File: src/rtl/pwr_pkg.sv
package pwr_pkg;
    typedef enum logic [1:0] {BA_IDLE, BA_WRITE, BA_READ} bus_state_e;
    typedef enum logic {UK_IDLE, UK_ARMED} key_state_e;

    localparam logic [1:0] SLOT_PTR_STAT = 2'b00;
    localparam logic [1:0] SLOT_DATA     = 2'b01;
    localparam logic [1:0] SLOT_WIN      = 2'b10;
    localparam logic [1:0] SLOT_CTRL     = 2'b11;

    localparam int OFS_COUNT = 0;
    localparam int OFS_PEER  = 1;
    localparam int OFS_CLKLO = 2;
    localparam int OFS_CLKHI = 3;
    localparam int OFS_TMO   = 4;
    localparam int OFS_KEY   = 5;
    localparam int OFS_MODE  = 6;

    localparam logic [7:0] KEY_FIRST  = 8'hA5;
    localparam logic [7:0] KEY_SECOND = 8'h5A;
    localparam logic [7:0] NO_READ    = 8'hFF;

    function automatic logic [7:0] ind_reset(input int idx);
        return (idx == OFS_TMO) ? 8'hFF : 8'h00;
    endfunction
endpackage

File: src/rtl/pwr_sync.sv
module pwr_sync #(
    parameter int W = 13,
    parameter int STAGES = 2,
    parameter logic [W-1:0] RST_VAL = '0
) (
    input  logic         clk,
    input  logic         rst_n,
    input  logic [W-1:0] d,
    output logic [W-1:0] q
);
    logic [W-1:0] pipe [STAGES];

    for (genvar s = 0; s < STAGES; s++) begin : g_stage
        always_ff @(posedge clk or negedge rst_n) begin
            if (!rst_n)
                pipe[s] <= RST_VAL;
            else if (s == 0)
                pipe[s] <= d;
            else
                pipe[s] <= pipe[(s > 0) ? s - 1 : 0];
        end
    end

    assign q = pipe[STAGES-1];
endmodule

File: src/rtl/pwr_access.sv
module pwr_access
    import pwr_pkg::*;
#(
    parameter int AW = 2,
    parameter int DW = 8
) (
    input  logic          clk,
    input  logic          rst_n,
    input  logic          cs_n,
    input  logic          rd_n,
    input  logic          wr_n,
    input  logic [AW-1:0] addr,
    input  logic [DW-1:0] din,
    output logic          wr_commit,
    output logic          rd_done,
    output logic          rd_busy,
    output logic [AW-1:0] acc_addr,
    output logic [DW-1:0] acc_data
);
    bus_state_e st, st_nx;
    logic wr_act, rd_act;

    assign wr_act = !cs_n && !wr_n;
    assign rd_act = !cs_n && !rd_n;

    always_ff @(posedge clk or negedge rst_n) begin
        if (!rst_n) st <= BA_IDLE;
        else        st <= st_nx;
    end

    always_comb begin
        st_nx = st;
        unique case (st)
            BA_IDLE:  st_nx = wr_act ? BA_WRITE : (rd_act ? BA_READ : BA_IDLE);
            BA_WRITE: st_nx = wr_act ? BA_WRITE : BA_IDLE;
            BA_READ:  st_nx = rd_act ? BA_READ : BA_IDLE;
            default:  st_nx = BA_IDLE;
        endcase
    end

    always_comb begin
        wr_commit = (st == BA_WRITE) && !wr_act;
        rd_done   = (st == BA_READ) && !rd_act;
        rd_busy   = (st == BA_READ);
    end

    always_ff @(posedge clk or negedge rst_n) begin
        if (!rst_n) begin
            acc_addr <= '0;
            acc_data <= '0;
        end else begin
            if (st_nx != BA_IDLE) acc_addr <= addr;
            if (st_nx == BA_WRITE) acc_data <= din;
        end
    end

    assert_commit_follows_strobe_R2: assert property (@(posedge clk) disable iff (!rst_n)
        wr_commit |-> $past(!cs_n && !wr_n));
endmodule

File: src/rtl/pwr_keylock.sv
module pwr_keylock
    import pwr_pkg::*;
#(
    parameter int DW = 8
) (
    input  logic          clk,
    input  logic          rst_n,
    input  logic          wr_any,
    input  logic          key_wr,
    input  logic [DW-1:0] wdata,
    output logic          fire
);
    key_state_e ks, ks_nx;
    logic fire_nx;

    always_ff @(posedge clk or negedge rst_n) begin
        if (!rst_n) begin
            ks   <= UK_IDLE;
            fire <= 1'b0;
        end else begin
            ks   <= ks_nx;
            fire <= fire_nx;
        end
    end

    always_comb begin
        ks_nx   = ks;
        fire_nx = 1'b0;
        if (wr_any) begin
            unique case (ks)
                UK_IDLE: ks_nx = (key_wr && wdata == KEY_FIRST) ? UK_ARMED : UK_IDLE;
                UK_ARMED: begin
                    if (key_wr && wdata == KEY_SECOND) begin
                        ks_nx   = UK_IDLE;
                        fire_nx = 1'b1;
                    end else if (key_wr && wdata == KEY_FIRST) begin
                        ks_nx = UK_ARMED;
                    end else begin
                        ks_nx = UK_IDLE;
                    end
                end
                default: ks_nx = UK_IDLE;
            endcase
        end
    end

    assert_pulse_single_R10: assert property (@(posedge clk) disable iff (!rst_n)
        fire |=> !fire);
    assert_fire_needs_arm_R10: assert property (@(posedge clk) disable iff (!rst_n)
        fire |-> $past(ks == UK_ARMED));
endmodule

File: src/rtl/pwr_indirect.sv
module pwr_indirect
    import pwr_pkg::*;
#(
    parameter int DW = 8,
    parameter int IND_N = 7,
    parameter int PW = 3
) (
    input  logic          clk,
    input  logic          rst_n,
    input  logic          srst,
    input  logic          we,
    input  logic [PW-1:0] ptr,
    input  logic [DW-1:0] wdata,
    output logic [DW-1:0] rdata,
    output logic [DW-1:0] regs_o [IND_N]
);
    for (genvar i = 0; i < IND_N; i++) begin : g_reg
        always_ff @(posedge clk or negedge rst_n) begin
            if (!rst_n)
                regs_o[i] <= DW'(ind_reset(i));
            else if (srst)
                regs_o[i] <= DW'(ind_reset(i));
            else if (we && ptr == PW'(i))
                regs_o[i] <= wdata;
        end
    end

    always_comb begin
        rdata = DW'(NO_READ);
        for (int i = 0; i < IND_N; i++) begin
            if (i != OFS_KEY && ptr == PW'(i)) rdata = regs_o[i];
        end
    end

    assert_srst_defaults_R10: assert property (@(posedge clk) disable iff (!rst_n)
        srst |=> (regs_o[OFS_TMO] == DW'(8'hFF) && regs_o[OFS_MODE] == '0 && regs_o[OFS_COUNT] == '0));
endmodule

File: src/rtl/ptr_window_regs.sv
module ptr_window_regs
    import pwr_pkg::*;
#(
    parameter int DW = 8,
    parameter int AW = 2,
    parameter int IND_N = 7,
    parameter int SYNC_STAGES = 2
) (
    input  logic          clk,
    input  logic          rst_n,
    input  logic          host_cs_n,
    input  logic          host_rd_n,
    input  logic          host_wr_n,
    input  logic [AW-1:0] host_addr,
    input  logic [DW-1:0] host_wdata,
    output logic [DW-1:0] host_rdata,
    output logic          host_rdata_oe,
    input  logic [DW-1:0] eng_status_i,
    input  logic [DW-1:0] rx_byte_i,
    input  logic          rx_load_i,
    output logic          data_valid_o,
    output logic [DW-1:0] tx_byte_o,
    output logic [DW-1:0] ctrl_o,
    output logic          cnt_last_o,
    output logic [DW-2:0] cnt_len_o,
    output logic [DW-1:0] peer_addr_o,
    output logic [DW-1:0] clk_lo_o,
    output logic [DW-1:0] clk_hi_o,
    output logic [DW-1:0] timeout_o,
    output logic [DW-1:0] mode_o,
    output logic          soft_rst_o
);
    localparam int SW = 3 + AW + DW;
    localparam int PW = $clog2(IND_N + 1);
    localparam logic [SW-1:0] SYNC_RST = {3'b111, {(AW + DW){1'b0}}};

    logic [SW-1:0] sync_q;
    logic          s_cs_n, s_rd_n, s_wr_n;
    logic [AW-1:0] s_addr;
    logic [DW-1:0] s_din;

    pwr_sync #(.W(SW), .STAGES(SYNC_STAGES), .RST_VAL(SYNC_RST)) u_sync (
        .clk(clk), .rst_n(rst_n),
        .d({host_cs_n, host_rd_n, host_wr_n, host_addr, host_wdata}),
        .q(sync_q)
    );
    assign {s_cs_n, s_rd_n, s_wr_n, s_addr, s_din} = sync_q;

    logic          wr_commit, rd_done, rd_busy;
    logic [AW-1:0] acc_addr;
    logic [DW-1:0] acc_data;

    pwr_access #(.AW(AW), .DW(DW)) u_access (
        .clk(clk), .rst_n(rst_n),
        .cs_n(s_cs_n), .rd_n(s_rd_n), .wr_n(s_wr_n),
        .addr(s_addr), .din(s_din),
        .wr_commit(wr_commit), .rd_done(rd_done), .rd_busy(rd_busy),
        .acc_addr(acc_addr), .acc_data(acc_data)
    );

    logic [PW-1:0] ptr_q;
    logic [DW-1:0] ctrl_q, data_q;
    logic          valid_q;
    logic          srst;
    logic          wr_ptr, wr_data, wr_win, wr_ctrl, rd_data_end, key_wr;

    assign srst        = soft_rst_o;
    assign wr_ptr      = wr_commit && acc_addr == SLOT_PTR_STAT;
    assign wr_data     = wr_commit && acc_addr == SLOT_DATA;
    assign wr_win      = wr_commit && acc_addr == SLOT_WIN;
    assign wr_ctrl     = wr_commit && acc_addr == SLOT_CTRL;
    assign rd_data_end = rd_done && acc_addr == SLOT_DATA;
    assign key_wr      = wr_win && ptr_q == PW'(OFS_KEY);

    pwr_keylock #(.DW(DW)) u_key (
        .clk(clk), .rst_n(rst_n),
        .wr_any(wr_commit), .key_wr(key_wr), .wdata(acc_data),
        .fire(soft_rst_o)
    );

    logic [DW-1:0] ind_rdata;
    logic [DW-1:0] ind_q [IND_N];

    pwr_indirect #(.DW(DW), .IND_N(IND_N), .PW(PW)) u_ind (
        .clk(clk), .rst_n(rst_n), .srst(srst),
        .we(wr_win), .ptr(ptr_q), .wdata(acc_data),
        .rdata(ind_rdata), .regs_o(ind_q)
    );

    always_ff @(posedge clk or negedge rst_n) begin
        if (!rst_n) begin
            ptr_q  <= '0;
            ctrl_q <= '0;
        end else if (srst) begin
            ptr_q  <= '0;
            ctrl_q <= '0;
        end else begin
            if (wr_ptr)  ptr_q  <= acc_data[PW-1:0];
            if (wr_ctrl) ctrl_q <= acc_data;
        end
    end

    always_ff @(posedge clk or negedge rst_n) begin
        if (!rst_n) begin
            data_q  <= '0;
            valid_q <= 1'b0;
        end else if (srst) begin
            data_q  <= '0;
            valid_q <= 1'b0;
        end else if (rx_load_i) begin
            data_q  <= rx_byte_i;
            valid_q <= 1'b1;
        end else begin
            if (wr_data)     data_q  <= acc_data;
            if (rd_data_end) valid_q <= 1'b0;
        end
    end

    logic [DW-1:0] rd_mux;
    always_comb begin
        unique case (acc_addr)
            SLOT_PTR_STAT: rd_mux = eng_status_i;
            SLOT_DATA:     rd_mux = data_q;
            SLOT_WIN:      rd_mux = ind_rdata;
            default:       rd_mux = ctrl_q;
        endcase
    end

    assign host_rdata    = rd_busy ? rd_mux : '0;
    assign host_rdata_oe = rd_busy;
    assign data_valid_o  = valid_q;
    assign tx_byte_o     = data_q;
    assign ctrl_o        = ctrl_q;
    assign cnt_last_o    = ind_q[OFS_COUNT][DW-1];
    assign cnt_len_o     = ind_q[OFS_COUNT][DW-2:0];
    assign peer_addr_o   = ind_q[OFS_PEER];
    assign clk_lo_o      = ind_q[OFS_CLKLO];
    assign clk_hi_o      = ind_q[OFS_CLKHI];
    assign timeout_o     = ind_q[OFS_TMO];
    assign mode_o        = ind_q[OFS_MODE];

    assert_valid_rise_R9: assert property (@(posedge clk) disable iff (!rst_n)
        $rose(data_valid_o) |-> $past(rx_load_i));
    assert_valid_fall_R9: assert property (@(posedge clk) disable iff (!rst_n)
        $fell(data_valid_o) |-> ($past(rd_done && acc_addr == SLOT_DATA) || $past(soft_rst_o)));
    assert_read_no_side_effect_R6: assert property (@(posedge clk) disable iff (!rst_n)
        rd_done |=> ($stable(ctrl_o) && $stable(timeout_o) && $stable(mode_o)
                     && $stable(peer_addr_o) && $stable(cnt_len_o)));
endmodule

File: config.mk
export PLATFORM = sky130hd
export DESIGN_NAME = ptr_window_regs
export DESIGN_NICKNAME = d
export VERILOG_FILES = /design/src/rtl/pwr_pkg.sv /design/src/rtl/pwr_sync.sv /design/src/rtl/pwr_access.sv /design/src/rtl/pwr_keylock.sv /design/src/rtl/pwr_indirect.sv /design/src/rtl/ptr_window_regs.sv
export SDC_FILE = /design/constraint.sdc
export NUM_CORES = 1
export LEC_CHECK = 0
export ABC_CLOCK_PERIOD_IN_PS = 2660
export BUFFER_PORTS_ARGS = -buffer_cell sky130_fd_sc_hd__buf_4
export CORE_MARGIN = 5
export CORE_UTILIZATION = 30
export DETAILED_ROUTE_END_ITERATION = 12
export PLACE_DENSITY_LB_ADDON = 0.05
export SLEW_MARGIN = 40
export SYNTH_ARGS = -nofsm -noshare
export SYNTH_HDL_FRONTEND = slang
export SYNTH_SLANG_ARGS = --single-unit
export TNS_END_PERCENT = 5
File: constraint.sdc
create_clock -name clk -period 2.66 [get_ports clk]
set_input_delay 0.665 -clock clk [delete_from_list [all_inputs] [get_ports clk]]
set_output_delay 0.665 -clock clk [all_outputs]
set_load 0.05 [all_outputs]
==> flow_summary.json <==
{
  "htree_levels": 3,
  "root_buffer": "clkbuf_16",
  "vdd_ir_drop_max_mv": 0.565,
  "synthTopCellsByArea": "dfrtp_1 (48%), mux2i_1 (16%), dfstp_2 (7.6%)",
  "final_antenna_net_count": 0,
  "chipWidth_um": 137,
  "seq_power_share": 0.383,
  "rsz0062_at_grt": "true",
  "drv_slew": 0,
  "ys_seq_area_frac": 0.560,
  "cp.required_ps": 2000,
  "syn_inst": 424,
  "gp_congestion": 0.844,
  "fmax_mhz": 384,
  "yosys.area.top_type": "dfrtp_1",
  "avgSynthCellArea_um2": 11.5,
  "period_share": 0.979,
  "ys_ff_latch": 108,
  "avgRoutedWirePerCell_um": 20.5,
  "grt_max_degree": 77,
  "cp_max_fo": 9,
  "hold_viol": 0,
  "leakagePower_nw": 2.85,
  "routed-via-count": 3641,
  "min_period_ps": 2600,
  "r2r_slack_ps": 630,
  "final_cell_area_um2": 6320,
  "worstReg2RegStart": "u_sync.q[12]",
  "fin_util": 0.398,
  "status": "complete, no violations",
  "p_per_area_nw_per_um2": 1060,
  "numCtsBuffers": 9,
  "diodes": 0,
  "syn_nets": 456,
  "yosys_warnings": 0,
  "switchingPower_mw": 3.04,
  "grt_antenna_before_repair": 0,
  "hold_class": "in2async",
  "fillers": 1623,
  "ios": 107,
  "gr-total-overflow": 0,
  "p_sw_frac": 0.454,
  "grt_pass1_wl_um": 23500,
  "coreArea_um2": 15900,
  "p_int_mw": 3.65,
  "drt_iter0_markers": 150,
  "clockBufferDepth": 2,
  "drcViolationCount": 0,
  "drt_first_pass_iters": 5,
  "placed_area_um2": 5960,
  "worst_slew_pin_slew_ps": 806,
  "clk_pin_slew_worst_paths_ps": 80,
  "num_rows": 46,
  "drive_gt1_frac": 0.361,
  "clkPwrFrac": 0.199,
  "grt_usage": 0.168,
  "worst_setup_path_start_kind": "flip-flop",
  "dieHeight_um": 137,
  "power_mw": 6.69,
  "reg2reg_to": "tx_byte_o[3]",
  "end_kind": "output pin",
  "crit_arrival_ps": 1940,
  "criticalPathCategory": "reg2out",
  "finalNetCount": 565,
  "drt-total-wl_um": 15500,
  "r2r_cells": 4,
  "setup_viol": 0,
  "cts.sinks": 108,
  "pwr-share-comb": 0.418,
  "clk-insertion-delay-late_ps": 360,
  "dieArea_um2": 18800,
  "synth_top_area_share": 0.484,
  "initial_utilization": 0.306,
  "cts_tree": "built",
  "io_buffers": 106,
  "viasPerCell": 4.83,
  "cap_violations": 0,
  "skew_ps": 7.27,
  "ys_types": 36,
  "grt_pass1_vias": 3739,
  "slew_headroom": 0.460,
  "synth_area_um2": 4860,
  "place_hpwl_um": 10800,
  "area_growth_pct": 30.2
}
## synthesized netlist by cell type (all sizes together)
cell / n
clkbuf: 21
o221ai: 1
a221o: 1
nor2b: 3
or4b: 1
or3b: 1
mux2: 13
o22a: 1
a22oi: 7
inv: 2
nand3: 8
nor4bb: 1
nand4: 2
buf: 10
nand3b: 1
nor3: 10
mux2i: 80
nor2: 76
and2b: 1
nand2: 18
nor4: 9
nor4b: 1
or2: 1
or2b: 1
dfrtp: 94
a211oi: 8
a21oi: 9
nand2b: 2
a31oi: 8
dfstp: 14
o2111ai: 1
o21ai: 18
## flip-flops by register name (all words and copies together), names as in the netlist
name and flops:
ptr_q 3, u_key.fire 1, ctrl_o 8, u_ind.regs_o 48, u_access.acc_data 8, u_sync.pipe 13
tx_byte_o 8, u_access.st 2, u_access.acc_addr 2, u_key.ks 1, data_valid_o 1, u_sync.q 13
## layout make-up
cell class | count | area, µm² | share of cell area
clock buffers | 11 | 243 | 0.0384
clock inverters | 5 | 41.3 | 0.00653
inverters | 2 | 7.51 | 0.00119
multi-input cells | 283 | 2030 | 0.321
flip-flops and latches | 108 | 2730 | 0.431
well taps | 216 | 270 | 0.0427
repair buffers | 129 | 1000 | 0.159
## cells in the final DEF, fill, tap and decap left out, drive strengths merged, types with 2 or more instances in the layout
master	netlist	final
buf	10	129
dfrtp	94	94
mux2i	80	80
nor2	76	76
o21ai	18	18
nand2	18	18
dfstp	14	14
mux2	13	13
clkbuf	21	11
nor3	10	10
a21oi	9	9
nor4	9	9
nand3	8	8
a211oi	8	8
a31oi	8	8
a22oi	7	7
inv	2	5
nor2b	3	3
nand2b	2	2
nand4	2	2
## layer usage
metal  wire [µm]  GRT usage
met1        7740      0.253
met4         112     0.0344
met5           0          0
met2        6830      0.244
met3         794     0.0446
## worst max-delay path by stage
stage	start	to	slack (ps)	cells after the start
after floorplan	u_access.st[0]	host_rdata[1]	-190	4
after global placement	u_access.acc_addr[0]	host_rdata[5]	330	4
after detailed placement	u_access.acc_addr[1]	host_rdata[5]	320	6
after CTS	ptr_q[2]	host_rdata[5]	20	6
after global routing	ptr_q[2]	host_rdata[4]	-10	6
final	ptr_q[2]	host_rdata[4]	60	6
## logic make-up after synthesis
logic type             after synthesis  synth area share
buffers and inverters               33            0.0291
AND/OR/NAND/NOR                    136             0.147
multiplexers                        93             0.195
AO/OA/AOI/OAI                       54            0.0688
flip-flops                         108             0.560
## power groups by stage
stage	Combinational (mW)	Sequential, mW	Clock, mW
after floorplan	0.975	3.34	0
after global placement	2.75	2.61	0
after detailed placement	2.77	2.59	0
after CTS	2.78	2.57	1.37
after global routing	2.96	2.62	1.45
final	2.79	2.56	1.33
## timing repair
| action | 4_1_cts | 5_1_grt |
|---|---|---|
| cloned | 0 | 0 |
| gates resized for setup | 4 | 8 |
| hold buffers | 0 | 0 |
| endpoints found under the setup margin | 7 | 8 |
| setup buffers | 0 | 2 |
## worst max-delay path: stages, from the launching register on
cell,delay (ps)
dfrtp_2,470
nor2b_1,150
buf_4,170
a22oi_1,230
nand3_1,130
a31oi_1,200
buf_4,240
## through the flow
stage | setup TNS [ps] | setup slack, ps | std cells | hold slack (ps)
global route | -22.6 | -9.51 | 754 | 353
finish | 0 | 55.7 | 754 | 323
global placement | 0 | 326 | 735 | 333
detailed placement | 0 | 323 | 735 | 336
floorplan | -1150 | -189 | 424 | 331
CTS | 0 | 17.6 | 751 | 345
(Power assumes the default switching activity.)
